`config.mk`:
```
export PLATFORM = sky130hd
export DESIGN_NAME = gpio_mux_bank
export DESIGN_NICKNAME = d
export VERILOG_FILES = /design/src/rtl/gpio_mux_pkg.sv /design/src/rtl/gpio_setclr_reg.sv /design/src/rtl/gpio_pin_sync.sv /design/src/rtl/gpio_pin_route.sv /design/src/rtl/gpio_mux_bank.sv
export SDC_FILE = /design/constraint.sdc
export NUM_CORES = 1
export LEC_CHECK = 0
export BUFFER_PORTS_ARGS = -buffer_cell sky130_fd_sc_hd__buf_2
export CAP_MARGIN = 5
export CORE_UTILIZATION = 40
export CTS_CLUSTER_DIAMETER = 80
export DETAILED_ROUTE_END_ITERATION = 16
export PLACE_DENSITY = 0.65
export RECOVER_POWER = 50
export SLEW_MARGIN = 5
export SYNTH_ARGS = -nofsm -noshare
export SYNTH_HDL_FRONTEND = slang
export SYNTH_HIERARCHICAL = 1
export SYNTH_SLANG_ARGS = --single-unit
```
`constraint.sdc`:
```
create_clock -name clk -period 9.1 [get_ports clk]
set_input_delay 0.91 -clock clk [delete_from_list [all_inputs] [get_ports clk]]
set_output_delay 0.91 -clock clk [all_outputs]
set_load 0.01 [all_outputs]
```
`src/rtl/gpio_mux_pkg.sv`:
```
// Shared constants for the GPIO pin mux bank: bus width, address map
// and the set/clear control group numbering.
package gpio_mux_pkg;
    localparam int ADDR_W  = 5;
    localparam int FUNC_W  = 2;
    localparam int NFUNC   = 1 << FUNC_W;
    // set/clear control groups; group g uses offsets 3g, 3g+1, 3g+2
    localparam int G_OWN   = 0;
    localparam int G_OE    = 1;
    localparam int G_OUT   = 2;
    localparam int G_PU    = 3;
    localparam int G_PD    = 4;
    localparam int G_OD    = 5;
    localparam int NGROUP  = 6;
    localparam logic [ADDR_W-1:0] A_SEL_LO = 5'd18;
    localparam logic [ADDR_W-1:0] A_SEL_HI = 5'd19;
    localparam logic [ADDR_W-1:0] A_LEVEL  = 5'd20;
endpackage

```
`src/rtl/gpio_setclr_reg.sv`:
```
// Per-bit control register updated by write-one-to-set and
// write-one-to-clear masks. Assumes the masks are zero when no write
// targets this register; clear wins if both masks hit one bit.
module gpio_setclr_reg #(
    parameter int          W       = 32,
    parameter logic [W-1:0] RST_VAL = '0
) (
    input  logic         clk,
    input  logic         rst_n,
    input  logic [W-1:0] set_mask,
    input  logic [W-1:0] clr_mask,
    output logic [W-1:0] q
);
    // update only the masked bits, keep the rest
    always_ff @(posedge clk) begin
        if (!rst_n) q <= RST_VAL;
        else        q <= (q | set_mask) & ~clr_mask;
    end

    assert_set_bits_R1: assert property (@(posedge clk) disable iff (!rst_n)
        (set_mask != '0 && clr_mask == '0) |=> ((q & $past(set_mask)) == $past(set_mask)));
    assert_unmasked_kept_R1: assert property (@(posedge clk) disable iff (!rst_n)
        1'b1 |=> (((q ^ $past(q)) & ~($past(set_mask) | $past(clr_mask))) == '0));
endmodule

```
`src/rtl/gpio_pin_sync.sv`:
```
// Two-flop synchronizer for the pad levels. The flops have no reset:
// they keep shifting during reset, so the delay holds from the first
// cycle after reset. rst_n is used only to qualify the check.
module gpio_pin_sync #(
    parameter int W = 32
) (
    input  logic         clk,
    input  logic         rst_n,
    input  logic [W-1:0] d,
    output logic [W-1:0] q
);
    logic [W-1:0] meta;

    // two-stage capture of the asynchronous pad levels
    always_ff @(posedge clk) begin
        meta <= d;
        q    <= meta;
    end

    assert_two_cycle_delay_R5: assert property (@(posedge clk) disable iff (!rst_n)
        q == $past(d, 2));
endmodule

```
`src/rtl/gpio_pin_route.sv`:
```
// Per-pin pad routing. It selects the GPIO registers or one of NFUNC
// peripheral functions by a 2-bit code, then applies open-drain shaping.
// Purely combinational; assumes the peripheral buses are function-major.
module gpio_pin_route
    import gpio_mux_pkg::*;
#(
    parameter int NPINS = 32
) (
    input  logic [NPINS-1:0]       own_gpio,
    input  logic [NPINS-1:0]       gpio_oe,
    input  logic [NPINS-1:0]       gpio_out,
    input  logic [NPINS-1:0]       open_drain,
    input  logic [NPINS-1:0]       sel_lo,
    input  logic [NPINS-1:0]       sel_hi,
    input  logic [NFUNC*NPINS-1:0] periph_dout,
    input  logic [NFUNC*NPINS-1:0] periph_oe,
    output logic [NPINS-1:0]       pad_out,
    output logic [NPINS-1:0]       pad_oe
);
    for (genvar p = 0; p < NPINS; p++) begin : g_pin
        logic [FUNC_W-1:0] code;
        logic              src_d, src_e;

        // choose the source of data and enable for this pin
        always_comb begin
            code = {sel_hi[p], sel_lo[p]};
            if (own_gpio[p]) begin
                src_d = gpio_out[p];
                src_e = gpio_oe[p];
            end else begin
                src_d = periph_dout[int'(code)*NPINS + p];
                src_e = periph_oe[int'(code)*NPINS + p];
            end
        end

        // open-drain: drive only low, release for high
        always_comb begin
            pad_out[p] = open_drain[p] ? 1'b0 : src_d;
            pad_oe[p]  = open_drain[p] ? (src_e & ~src_d) : src_e;
        end
    end
endmodule

```
`src/rtl/gpio_mux_bank.sv`:
```
// GPIO pin mux bank top. It holds the set/clear control groups and the
// two select words, decodes the register bus, synchronizes pad levels
// and routes every pin. Read data is combinational from the address.
module gpio_mux_bank
    import gpio_mux_pkg::*;
#(
    parameter int NPINS = 32
) (
    input  logic                   clk,
    input  logic                   rst_n,
    input  logic [ADDR_W-1:0]      bus_addr,
    input  logic [NPINS-1:0]       bus_wdata,
    input  logic                   bus_we,
    output logic [NPINS-1:0]       bus_rdata,
    input  logic [NPINS-1:0]       pad_in,
    input  logic [NFUNC*NPINS-1:0] periph_dout,
    input  logic [NFUNC*NPINS-1:0] periph_oe,
    output logic [NPINS-1:0]       pad_out,
    output logic [NPINS-1:0]       pad_oe,
    output logic [NPINS-1:0]       pad_pullup,
    output logic [NPINS-1:0]       pad_pulldown
);
    localparam int CTL_TOP = 3 * NGROUP;

    logic [NPINS-1:0] ctl_q   [NGROUP];
    logic [NPINS-1:0] set_m   [NGROUP];
    logic [NPINS-1:0] clr_m   [NGROUP];
    logic [NPINS-1:0] sel_lo_q, sel_hi_q, level_q;

    for (genvar g = 0; g < NGROUP; g++) begin : g_ctl
        localparam logic [NPINS-1:0] RV =
            (g == G_OWN || g == G_PU) ? '1 : '0;
        localparam logic [ADDR_W-1:0] A_SET = ADDR_W'(3 * g);
        localparam logic [ADDR_W-1:0] A_CLR = ADDR_W'(3 * g + 1);
        logic [NPINS-1:0] extra_clr;

        // decode set/clear masks; a pull-down set also clears pull-up
        always_comb begin
            set_m[g]  = (bus_we && bus_addr == A_SET) ? bus_wdata : '0;
            extra_clr = '0;
            if (g == G_PU && bus_we && bus_addr == ADDR_W'(3 * G_PD))
                extra_clr = bus_wdata;
            clr_m[g]  = ((bus_we && bus_addr == A_CLR) ? bus_wdata : '0) | extra_clr;
        end

        gpio_setclr_reg #(.W(NPINS), .RST_VAL(RV)) u_reg (
            .clk      (clk),
            .rst_n    (rst_n),
            .set_mask (set_m[g]),
            .clr_mask (clr_m[g]),
            .q        (ctl_q[g])
        );
    end

    // plain read/write function-select words
    always_ff @(posedge clk) begin
        if (!rst_n) begin
            sel_lo_q <= '0;
            sel_hi_q <= '0;
        end else if (bus_we) begin
            if (bus_addr == A_SEL_LO) sel_lo_q <= bus_wdata;
            if (bus_addr == A_SEL_HI) sel_hi_q <= bus_wdata;
        end
    end

    gpio_pin_sync #(.W(NPINS)) u_sync (
        .clk   (clk),
        .rst_n (rst_n),
        .d     (pad_in),
        .q     (level_q)
    );

    gpio_pin_route #(.NPINS(NPINS)) u_route (
        .own_gpio    (ctl_q[G_OWN]),
        .gpio_oe     (ctl_q[G_OE]),
        .gpio_out    (ctl_q[G_OUT]),
        .open_drain  (ctl_q[G_OD]),
        .sel_lo      (sel_lo_q),
        .sel_hi      (sel_hi_q),
        .periph_dout (periph_dout),
        .periph_oe   (periph_oe),
        .pad_out     (pad_out),
        .pad_oe      (pad_oe)
    );

    // read mux: status words, select words and synchronized level
    always_comb begin
        bus_rdata = '0;
        if (int'(bus_addr) < CTL_TOP) begin
            if (int'(bus_addr) % 3 == 2) bus_rdata = ctl_q[int'(bus_addr) / 3];
        end else if (bus_addr == A_SEL_LO) begin
            bus_rdata = sel_lo_q;
        end else if (bus_addr == A_SEL_HI) begin
            bus_rdata = sel_hi_q;
        end else if (bus_addr == A_LEVEL) begin
            bus_rdata = level_q;
        end
    end

    // drive the pad bias outputs from the registers
    always_comb begin
        pad_pullup   = ctl_q[G_PU];
        pad_pulldown = ctl_q[G_PD];
    end

    assert_pulldown_drops_pullup_R6: assert property (@(posedge clk) disable iff (!rst_n)
        (bus_we && bus_addr == ADDR_W'(3 * G_PD)) |=> ((pad_pullup & $past(bus_wdata)) == '0));
    assert_open_drain_no_high_R7: assert property (@(posedge clk) disable iff (!rst_n)
        (pad_oe & pad_out & ctl_q[G_OD]) == '0);
    assert_sel_write_lands_R8: assert property (@(posedge clk) disable iff (!rst_n)
        (bus_we && bus_addr == A_SEL_LO) |=> (sel_lo_q == $past(bus_wdata)));
endmodule

```
* Word level (Yosys, flattened, before mapping) *
Cells that the tools add are included.

word-level totals
  bits in registers = 320
  input bits = 328
  output and inout bits = 160

cells by class
  $add $sub $neg = 31
  div/mod/pow operators = 2
  $lt $le $gt $ge = 34
  equality and inequality tests = 15
  mux-type cells = 338
  bitwise gates (word level) = 84
  reductions and logical operators = 15

operators with widths
  operator              number
  $lt 32x9->1 const B   31
  $mux 32               19
  $bmux 1 s7            62
  $mux 1                254
  $not 32->32           7
  $or 32x32->32         7
  $and 32x32->32        6
  $add 7x5->8 const B   16
  $bmux 32 s3           1
  $add 7x4->8 const B   8
  $add 7x3->8 const B   4
  $and 1x1->1           32
  $div 6x3->32 const B  1
  $eq 32x3->1 const B   1
  $ge 32x4->1 const B   1
  $mod 6x3->32 const B  1
  $not 1->1             32
  $eq 5x4->1 const B    5
  $eq 5x5->1 const B    4
  $add 7x2->8 const B   2
  $eq 5x3->1 const B    3
  $logic_and 1x1->1     12
  $add 7x1->8 const B   1
  $lt 7x8->1 const B    1
  6 further kinds       8

* Longest topological paths before layout *
Gate-level depths: netlist of run 1.

  depth in word-level cells = 8
  gate-level depth with buffers = 17
  depth with buffers taken out = 13

* Modules after synthesis *
The synthesis of run 1 kept the hierarchy.

modules (own cells, without submodules)
  module                                 times used  cells an instance  area an instance (um^2)
  gpio_mux_bank                          1           1091               8094.0
  gpio_setclr_reg at g_ctl[1].u_reg ...  4           99                 1184.9
  gpio_pin_route                         1           476                3437.0
  gpio_setclr_reg at g_ctl[0].u_reg ...  2           99                 935.9
  gpio_pin_sync                          1           64                 1281.2

* Worst setup path before layout of run 1 *
No wires, ideal clock.

  path kind = in2out
  start = in bus_addr[3]
  end = out bus_rdata[10]
  arrival time = 4310 ps
  data required time = 8190 ps
  setup slack = 3880 ps
  stages on the path = 16
  path buffers = 4
  cell sequence = buf_6 buf_2 clkbuf_1 ha_1 and4bb_1 a211oi_4 ha_1 a221o_1 a211oi_1 or2_2 ha_1 inv_1 nor3_1 a2111o_1 buf_4 o31ai_2

on the way
  cells in the longest elaborated chain, start to end = 7

RTL lines
  element                                      RTL line             text
  start, declared                              gpio_mux_bank.sv:11  input logic [ADDR_W-1:0] bus_addr,
  $div 6x3->32                                 gpio_mux_bank.sv:90  if (int'(bus_addr) % 3 == 2) bus_rdata = ctl_q[int'(bus_addr) / 3];
  $not 32->32 (implied by the code)            gpio_mux_bank.sv:90
  $bmux 32 s3                                  gpio_mux_bank.sv:90
  $mux 32 (implied by the code) (2 in series)  gpio_mux_bank.sv:90
  $mux 32                                      gpio_mux_bank.sv:90
  $mux 32 (*)                                  gpio_mux_bank.sv:89  if (int'(bus_addr) < CTL_TOP) begin
  end, declared                                gpio_mux_bank.sv:14  output logic [NPINS-1:0] bus_rdata,

Every way passes the cells marked *; elsewhere a longest branch is shown, timed or not. The select of a mux whose other input is x is not followed.

* Final worst setup path of run 1 *
  start = in bus_addr[4]
  end = out bus_rdata[4]

Same word-level chain as after synthesis.

==> flow_summary.toml, run 1 <==
[run_status]
outcome = "finished, violations left"
violations = "capacitance limit, slew limit"

[yosys]
postSynthAreaPerCell_um2 = 8.73
ys_seq_elements = 320
ys.flop_type = "dfxtp_1"
synthCells = 2225
yosysWarnings = 6
syn_area_um2 = 19400
synth_nets = 2556
synth-edff-count = 0
yosysSeqAreaShare_pct = 33.0
ys_async_sr_fraction_pct = 0
synthDistinctLibCells = 60

[flow_run]
maxCapViolations = 4

[timing]
fin_tns_setup_ns = 0
maxSlewViolCount = 132
worst_clock_skew_ns = 0.00138
relSlewSlack_pct = -90.6
finalSetupViolations = 0
fmax_ghz = 0.152
period_share_pct = 72.3
hold_viol = 0
rsz0062_at_grt = "false"
tightest_slew_ns = 2.85
period_minus_slack_ns = 6.58

[finish]
layout.nets = 2951
multi_input_area_um2 = 12200
diodes = 0
nFillCells = 4594
area_delta_synth_final_pct = 20.7
drive_gt1_share_pct = 25.9
fin_cells = 3264
regArea_um2 = 6410

[floorplan]
ioPinCount = 488
row_count = 80
design.core.area_um2 = 47800
die_h_um = 222
die_w_um = 222
design.die.area_um2 = 49400
initial_core_util_pct = 40.6

[route]
wl_per_cell_um = 19.3
drt-initial-drc-count = 1326
vias = 17739
routed_wl_mm = 62.9
drt_pass1_iterations = 5
routed_via_density = 5.43
drc = 0
ant_nets = 0

[clock_network]
cts_tree = "done"
clk_pin_slew_ns = 0.06
cts_buffer_depth = 3
clock_sinks = 320
cts_buffers = 38
clk_latency_ns = 0.55
htreeDepth = 2
cts_root_buffer = "clkbuf_16"
cts.repair.resized = 0
hold_buffers = 0
cts_setup_buffers = 0

[power]
p_sw_share_pct = 25.2
p_leak_nw = 9.28
pwr-share-clk_pct = 48.1
powerDensity_nw_per_um2 = 151
seqPwrFrac_pct = 40.7
internal_power_mw = 2.65
ir_drop_v = 0.000101
p_sw_mw = 0.892
pwr-share-comb_pct = 11.1

[global_routing]
grt_pass1_wl_mm = 96.8
antenna_found_initial = 1
grt_pass1_vias = 17273
grtUsageTotal_pct = 24.7
grt_overflow = 0
grt_start_max_net_pins = 130

[worst_setup_path]
crit_buf_inv = 4
r2r_slack_ns = 8.24
required_ns = 8.19
reg2reg_to = "g_ctl[0].u_reg/q[18]"
path_max_fanout = 17
worstRegToRegCells = 2
end_kind = "primary output"
critPathKind = "input pin to primary output"
crit_slowest_cell = "a21oi_4"
cp.depth = 16
cp_cell_sequence = "clkbuf_1, ha_1, nand4b_4, a211oi_4, ha_1, a221o_1, a211oi_1, or2_2, ha_1, inv_1, o221ai_1, a21o_1, a21oi_4, buf_4, o31ai_2, buf_2"
crit_arrival_ns = 5.67
max_stage_delay_ns = 0.74
r2r_start = "g_ctl[0].u_reg/q[18]"
crit_top_cell = "ha_1"
cp_top_family = "compound AO/OA/AOI/OAI gates"
crit_path_end = "bus_rdata[4]"
cp-startpoint = "bus_addr[4]"
start_kind = "input pin"

[placement]
gp_congestion = 0.853
port-buffer-count = 487
place.detailed.hpwl_mm = 43.6
place.detailed.instances = 3195

[hold_path]
hold_path.class = "flop to flop"
[how the worst min path moves through the flow]
| stage | endpoint | cells after the start | start | slack [ns] |
|---|---|---|---|---|
| after floorplan | u_sync/q[0] | 0 | u_sync/meta[0] | 0.31 |
| after global placement | u_sync/q[20] | 0 | u_sync/meta[20] | 0.31 |
| after detailed placement | u_sync/q[11] | 0 | u_sync/meta[11] | 0.31 |
| after CTS | u_sync/q[16] | 0 | u_sync/meta[16] | 0.33 |
| after global routing | u_sync/q[16] | 0 | u_sync/meta[16] | 0.33 |
| final | u_sync/q[16] | 0 | u_sync/meta[16] | 0.33 |
[registers in the layout (all words and copies together) (netlist names)]
name           cells
u_sync/q          32
sel_hi_q          32
sel_lo_q          32
g_ctl.u_reg/q    192
u_sync/meta       32
[stage by stage]
step | total power [mW] | setup slack, ns | util [%] | area [um2] | hold slack, ns
after global placement | 1.86 | 2.88 | 46.4 | 22200 | 0.311
after detailed placement | 1.87 | 2.82 | 46.4 | 22200 | 0.312
after global routing | 3.66 | 2.27 | 49.0 | 23400 | 0.332
final | 3.54 | 2.52 | 49.0 | 23400 | 0.326
after floorplan | 1.71 | 3.88 | - | 19400 | 0.310
after CTS | 3.57 | 2.81 | 49.3 | 23600 | 0.325
[routing by layer]
metal  wire length, um  track usage [%]  part of all wire [%]
met5                14                0                 0.022
met4              1630             7.23                   2.6
met3              3800             4.47                   6.0
met2             30700             43.1                    49
met1             26800             30.7                    43
[worst register-to-register path, cell delays in order, from the launching register on]
cell	delay (ns)
dfxtp_1	0.52
nor2_1	0.07
o21ai_0	0.19
[layout make-up]
cell class	count	share of cell area (%)
multi-input combinational	1717	52.2
sequential	320	27.3
timing repair buffer	509	10.7
clock buffer	49	4.54
tap	615	3.28
clock inverter	20	1.40
inverter	34	0.545
[cells in the mapped netlist (2+ instances only)]
| cell | number | area share (%) |
|---|---|---|
| nor3_1 | 39 | 1.0 |
| mux2_2 | 6 | 0.35 |
| a221oi_1 | 3 | 0.14 |
| o211a_1 | 3 | 0.15 |
| o221ai_1 | 2 | 0.090 |
| a22oi_1 | 32 | 1.2 |
| a21o_1 | 2 | 0.077 |
| nand3b_1 | 3 | 0.12 |
| nor3b_1 | 9 | 0.35 |
| a21boi_0 | 64 | 2.5 |
| dfxtp_1 | 320 | 33 |
| ha_1 | 3 | 0.19 |
| o31ai_1 | 4 | 0.15 |
| buf_2 | 11 | 0.28 |
| o31ai_2 | 31 | 2.0 |
| nor3b_2 | 120 | 7.7 |
| a222oi_1 | 33 | 1.7 |
| inv_1 | 34 | 0.66 |
| and2_1 | 386 | 12 |
| nor2_1 | 268 | 5.2 |
| o21a_1 | 2 | 0.077 |
| nand2b_1 | 38 | 1.2 |
| mux2i_1 | 218 | 11 |
| a22o_1 | 29 | 1.3 |
| and3b_1 | 3 | 0.14 |
| buf_8 | 3 | 0.23 |
| buf_6 | 14 | 0.81 |
| a21oi_1 | 3 | 0.077 |
| o22ai_1 | 2 | 0.064 |
| o21ai_0 | 66 | 1.7 |
| o2bb2ai_1 | 64 | 2.9 |
| clkbuf_1 | 114 | 2.2 |
| buf_1 | 5 | 0.097 |
| nor2b_1 | 92 | 3.0 |
| buf_4 | 6 | 0.23 |
| o311a_1 | 26 | 1.3 |
| a311oi_1 | 3 | 0.14 |
| a211oi_1 | 4 | 0.15 |
| nand2_1 | 139 | 2.7 |
[kinds of logic (layout without fill, tap and decap cells)]
kind of cell    Yosys count  count (layout)  synth area share, %
simple gates           1107            1107                 34.4
compound gates          382             382                 16.3
flops                   320             320                 33.0
mux                     224             224                 11.6
buf+inv                 188             612                 4.54
fa+ha+maj                 3               3                0.193
xor+xnor                  1               1               0.0451
[power groups by stage]
stage                     sequential (mW)  combinational (mW)  clock, mW
after global routing                 1.44               0.426       1.79
after global placement               1.47               0.384          0
final                                1.44               0.394       1.71
after floorplan                      1.47               0.246          0
after detailed placement             1.47               0.395          0
after CTS                            1.44               0.396       1.74
[layout by cell type (no fill, tap or decap), drive strengths merged, types with 33 or more instances in the layout]
master     n
a21boi    64
a222oi    33
a22oi     33
and2     387
buf      441
clkbuf   117
dfxtp    320
inv       37
mux2i    218
nand2    139
nand2b    38
nor2     268
nor2b     92
nor3      40
nor3b    129
o21ai     67
o2bb2ai   64
o31ai     35
Power figures use the tool's default switching activity.
==> run 2: changes to the inputs <==
--- a/config.mk
+++ b/config.mk
@@ -5,6 +5,7 @@
 export SDC_FILE = /design/constraint.sdc
 export NUM_CORES = 1
 export LEC_CHECK = 0
+export ABC_AREA = 1
 export BUFFER_PORTS_ARGS = -buffer_cell sky130_fd_sc_hd__buf_2
 export CAP_MARGIN = 5
 export CORE_UTILIZATION = 40
==> constraint.sdc (replaced) <==
create_clock -name clk -period 6.9 [get_ports clk]
set_input_delay 0.69 -clock clk [delete_from_list [all_inputs] [get_ports clk]]
set_output_delay 0.69 -clock clk [all_outputs]
set_load 0.01 [all_outputs]
==> flow_summary.toml, run 2 <==
[run_status]
outcome = "finished, violations left"
violations = "capacitance limit, slew limit"

[floorplan]
ioPinCount = 488
row_count = 81
initial_core_util_pct = 40.7
die_h_um = 225
die_w_um = 225
design.die.area_um2 = 50800
design.core.area_um2 = 49100

[flow_run]
maxCapViolations = 4

[timing]
rsz0062_at_grt = "false"
finalSetupViolations = 0
tightest_slew_ns = 1.94
fin_tns_setup_ns = 0
period_minus_slack_ns = 6.17
fmax_ghz = 0.162
maxSlewViolCount = 111
hold_viol = 0
worst_clock_skew_ns = 0.00811
period_share_pct = 89.5
relSlewSlack_pct = -30.0

[global_routing]
grt_pass1_vias = 19835
grt_start_max_net_pins = 86
grtUsageTotal_pct = 27.4
grt_overflow = 0
antenna_found_initial = 6
grt_pass1_wl_mm = 109

[yosys]
synth_nets = 3912
ys_seq_elements = 320
ys_async_sr_fraction_pct = 0
yosysTopAreaCellShare_pct = 32.1
postSynthAreaPerCell_um2 = 5.58
synthCells = 3581
synth-edff-count = 0
ys_top_cells_by_count = "nand2_1, nor2_1, inv_1"
synthDistinctLibCells = 27
yosysMostFrequentCell = "nand2_1"
post-synth-top-area-cell = "dfxtp_1"
syn_area_um2 = 20000
ys.flop_type = "dfxtp_1"
yosysSeqAreaShare_pct = 32.1
ys_top_cells_by_area = "dfxtp_1, nand2_1, nor2_1"
yosysWarnings = 6

[clock_network]
cts_buffer_depth = 3
cts_buffers = 40
htreeDepth = 2
cts.repair.resized = 0
cts_tree = "done"
clk_latency_ns = 0.57
clock_sinks = 320
hold_buffers = 0
cts_root_buffer = "clkbuf_16"
clk_pin_slew_ns = 0.06
cts_setup_buffers = 0

[route]
routed_via_density = 4.74
drc = 0
ant_nets = 0
routed_wl_mm = 71.2
wl_per_cell_um = 15.3
vias = 22079
drt_pass1_iterations = 5
drt-initial-drc-count = 1701

[finish]
mostFrequentLayoutCell = "nand2_1"
fin_cells = 4660
nFillCells = 5457
layout_common_cells = "nand2_1, nor2_1, inv_1"
largest_register = "g_ctl.u_reg/q"
layout.nets = 4294
drive_gt1_share_pct = 15.0
area_delta_synth_final_pct = 19.1
largest_reg_flops = 192

[worst_setup_path]
critPathKind = "input pin to primary output"
required_ns = 6.21
start_kind = "input pin"
end_kind = "primary output"
path_max_fanout = 45
crit_arrival_ns = 5.48

[hold_path]
hold_path.class = "input pin to flop"

[placement]
place.detailed.hpwl_mm = 47.5
port-buffer-count = 487
gp_congestion = 0.868
place.detailed.instances = 4585

[power]
ir_drop_v = 0.000196
powerDensity_nw_per_um2 = 197
p_leak_nw = 12.6
[run 2: stage by stage]
step	instance area, um2	util [%]	worst slack [ns]	power (mW)	hold slack (ns)
3_3_place_gp	22600	46.2	0.777	2.67	0.311
4_1_cts	23900	48.7	0.793	4.72	0.188
5_1_grt	23800	48.5	0.467	4.90	0.195
2_1_floorplan	20000	-	2.53	2.43	0.310
6_report	23800	48.5	0.726	4.69	0.214
3_5_place_dp	22600	46.2	0.800	2.68	0.312
[run 2: report_power, final]
part / total, mW / internal, mW / leakage (nW) / switching [mW]
logic: 0.744 / 0.243 / 9.33 / 0.501
clock network: 2.05 / 1.20 / 0.615 / 0.844
registers: 1.90 / 1.88 / 2.61 / 0.0187
[run 2: worst paths after layout]
| check | start | to | slack (ns) | cells past startpoint |
|---|---|---|---|---|
| worst max-delay path | bus_addr[4] | bus_rdata[24] | 0.73 | 20 |
| worst min-delay path | pad_in[20] | u_sync/meta[20] | 0.21 | 1 |
| worst max register to register | sel_lo_q[31] | sel_lo_q[31] | 6.06 | 2 |
| worst min register to register | u_sync/meta[17] | u_sync/q[17] | 0.32 | 0 |
[run 2: area by class of cell]
| cell class | instances | area (um2) | share of cell area [%] |
|---|---|---|---|
| Clock inverter | 6 | 40.0 | 0.168 |
| Multi-Input combinational cell | 2419 | 10200 | 43.0 |
| Antenna cell | 4 | 10.0 | 0.0421 |
| Inverter | 673 | 2530 | 10.6 |
| Sequential cell | 320 | 6410 | 26.9 |
| Tap cell | 664 | 831 | 3.49 |
| Timing Repair Buffer | 509 | 2530 | 10.6 |
| Clock buffer | 65 | 1220 | 5.11 |
[run 2: logic make-up (layout without fill, tap and decap cells)]
| group | after synthesis | in the layout | synth area share [%] |
|---|---|---|---|
| AOI/OAI and AO/OA | 293 | 293 | 7.56 |
| adders and majority gates | 3 | 3 | 0.188 |
| buffers and inverters | 842 | 1253 | 17.0 |
| DFF | 320 | 320 | 32.1 |
| other | 0 | 4 | 0 |
| and+or+nand+nor | 2123 | 2123 | 43.2 |
[run 2: critical path, stage by stage]
cell	delay, ns
buf_2	0.16
ha_1	0.21
inv_1	0.06
nand3_2	0.16
nand2_4	0.29
nand2_1	0.16
nand2_1	0.11
inv_1	0.06
ha_1	0.25
nor2_4	0.24
nand2_2	0.39
o21ai_4	0.45
nand2_4	0.47
nand2_1	0.18
nand2_1	0.06
nor2_1	0.11
nand3_2	0.51
buf_4	0.47
o21ai_1	0.25
buf_2	0.18
[run 2: routing by layer]
metal  track usage (%)  part of all wire, %
met1              34.5                   43
met2              46.1                   46
met3              5.01                  7.5
met4              10.9                  3.3
met5                 0                0.039
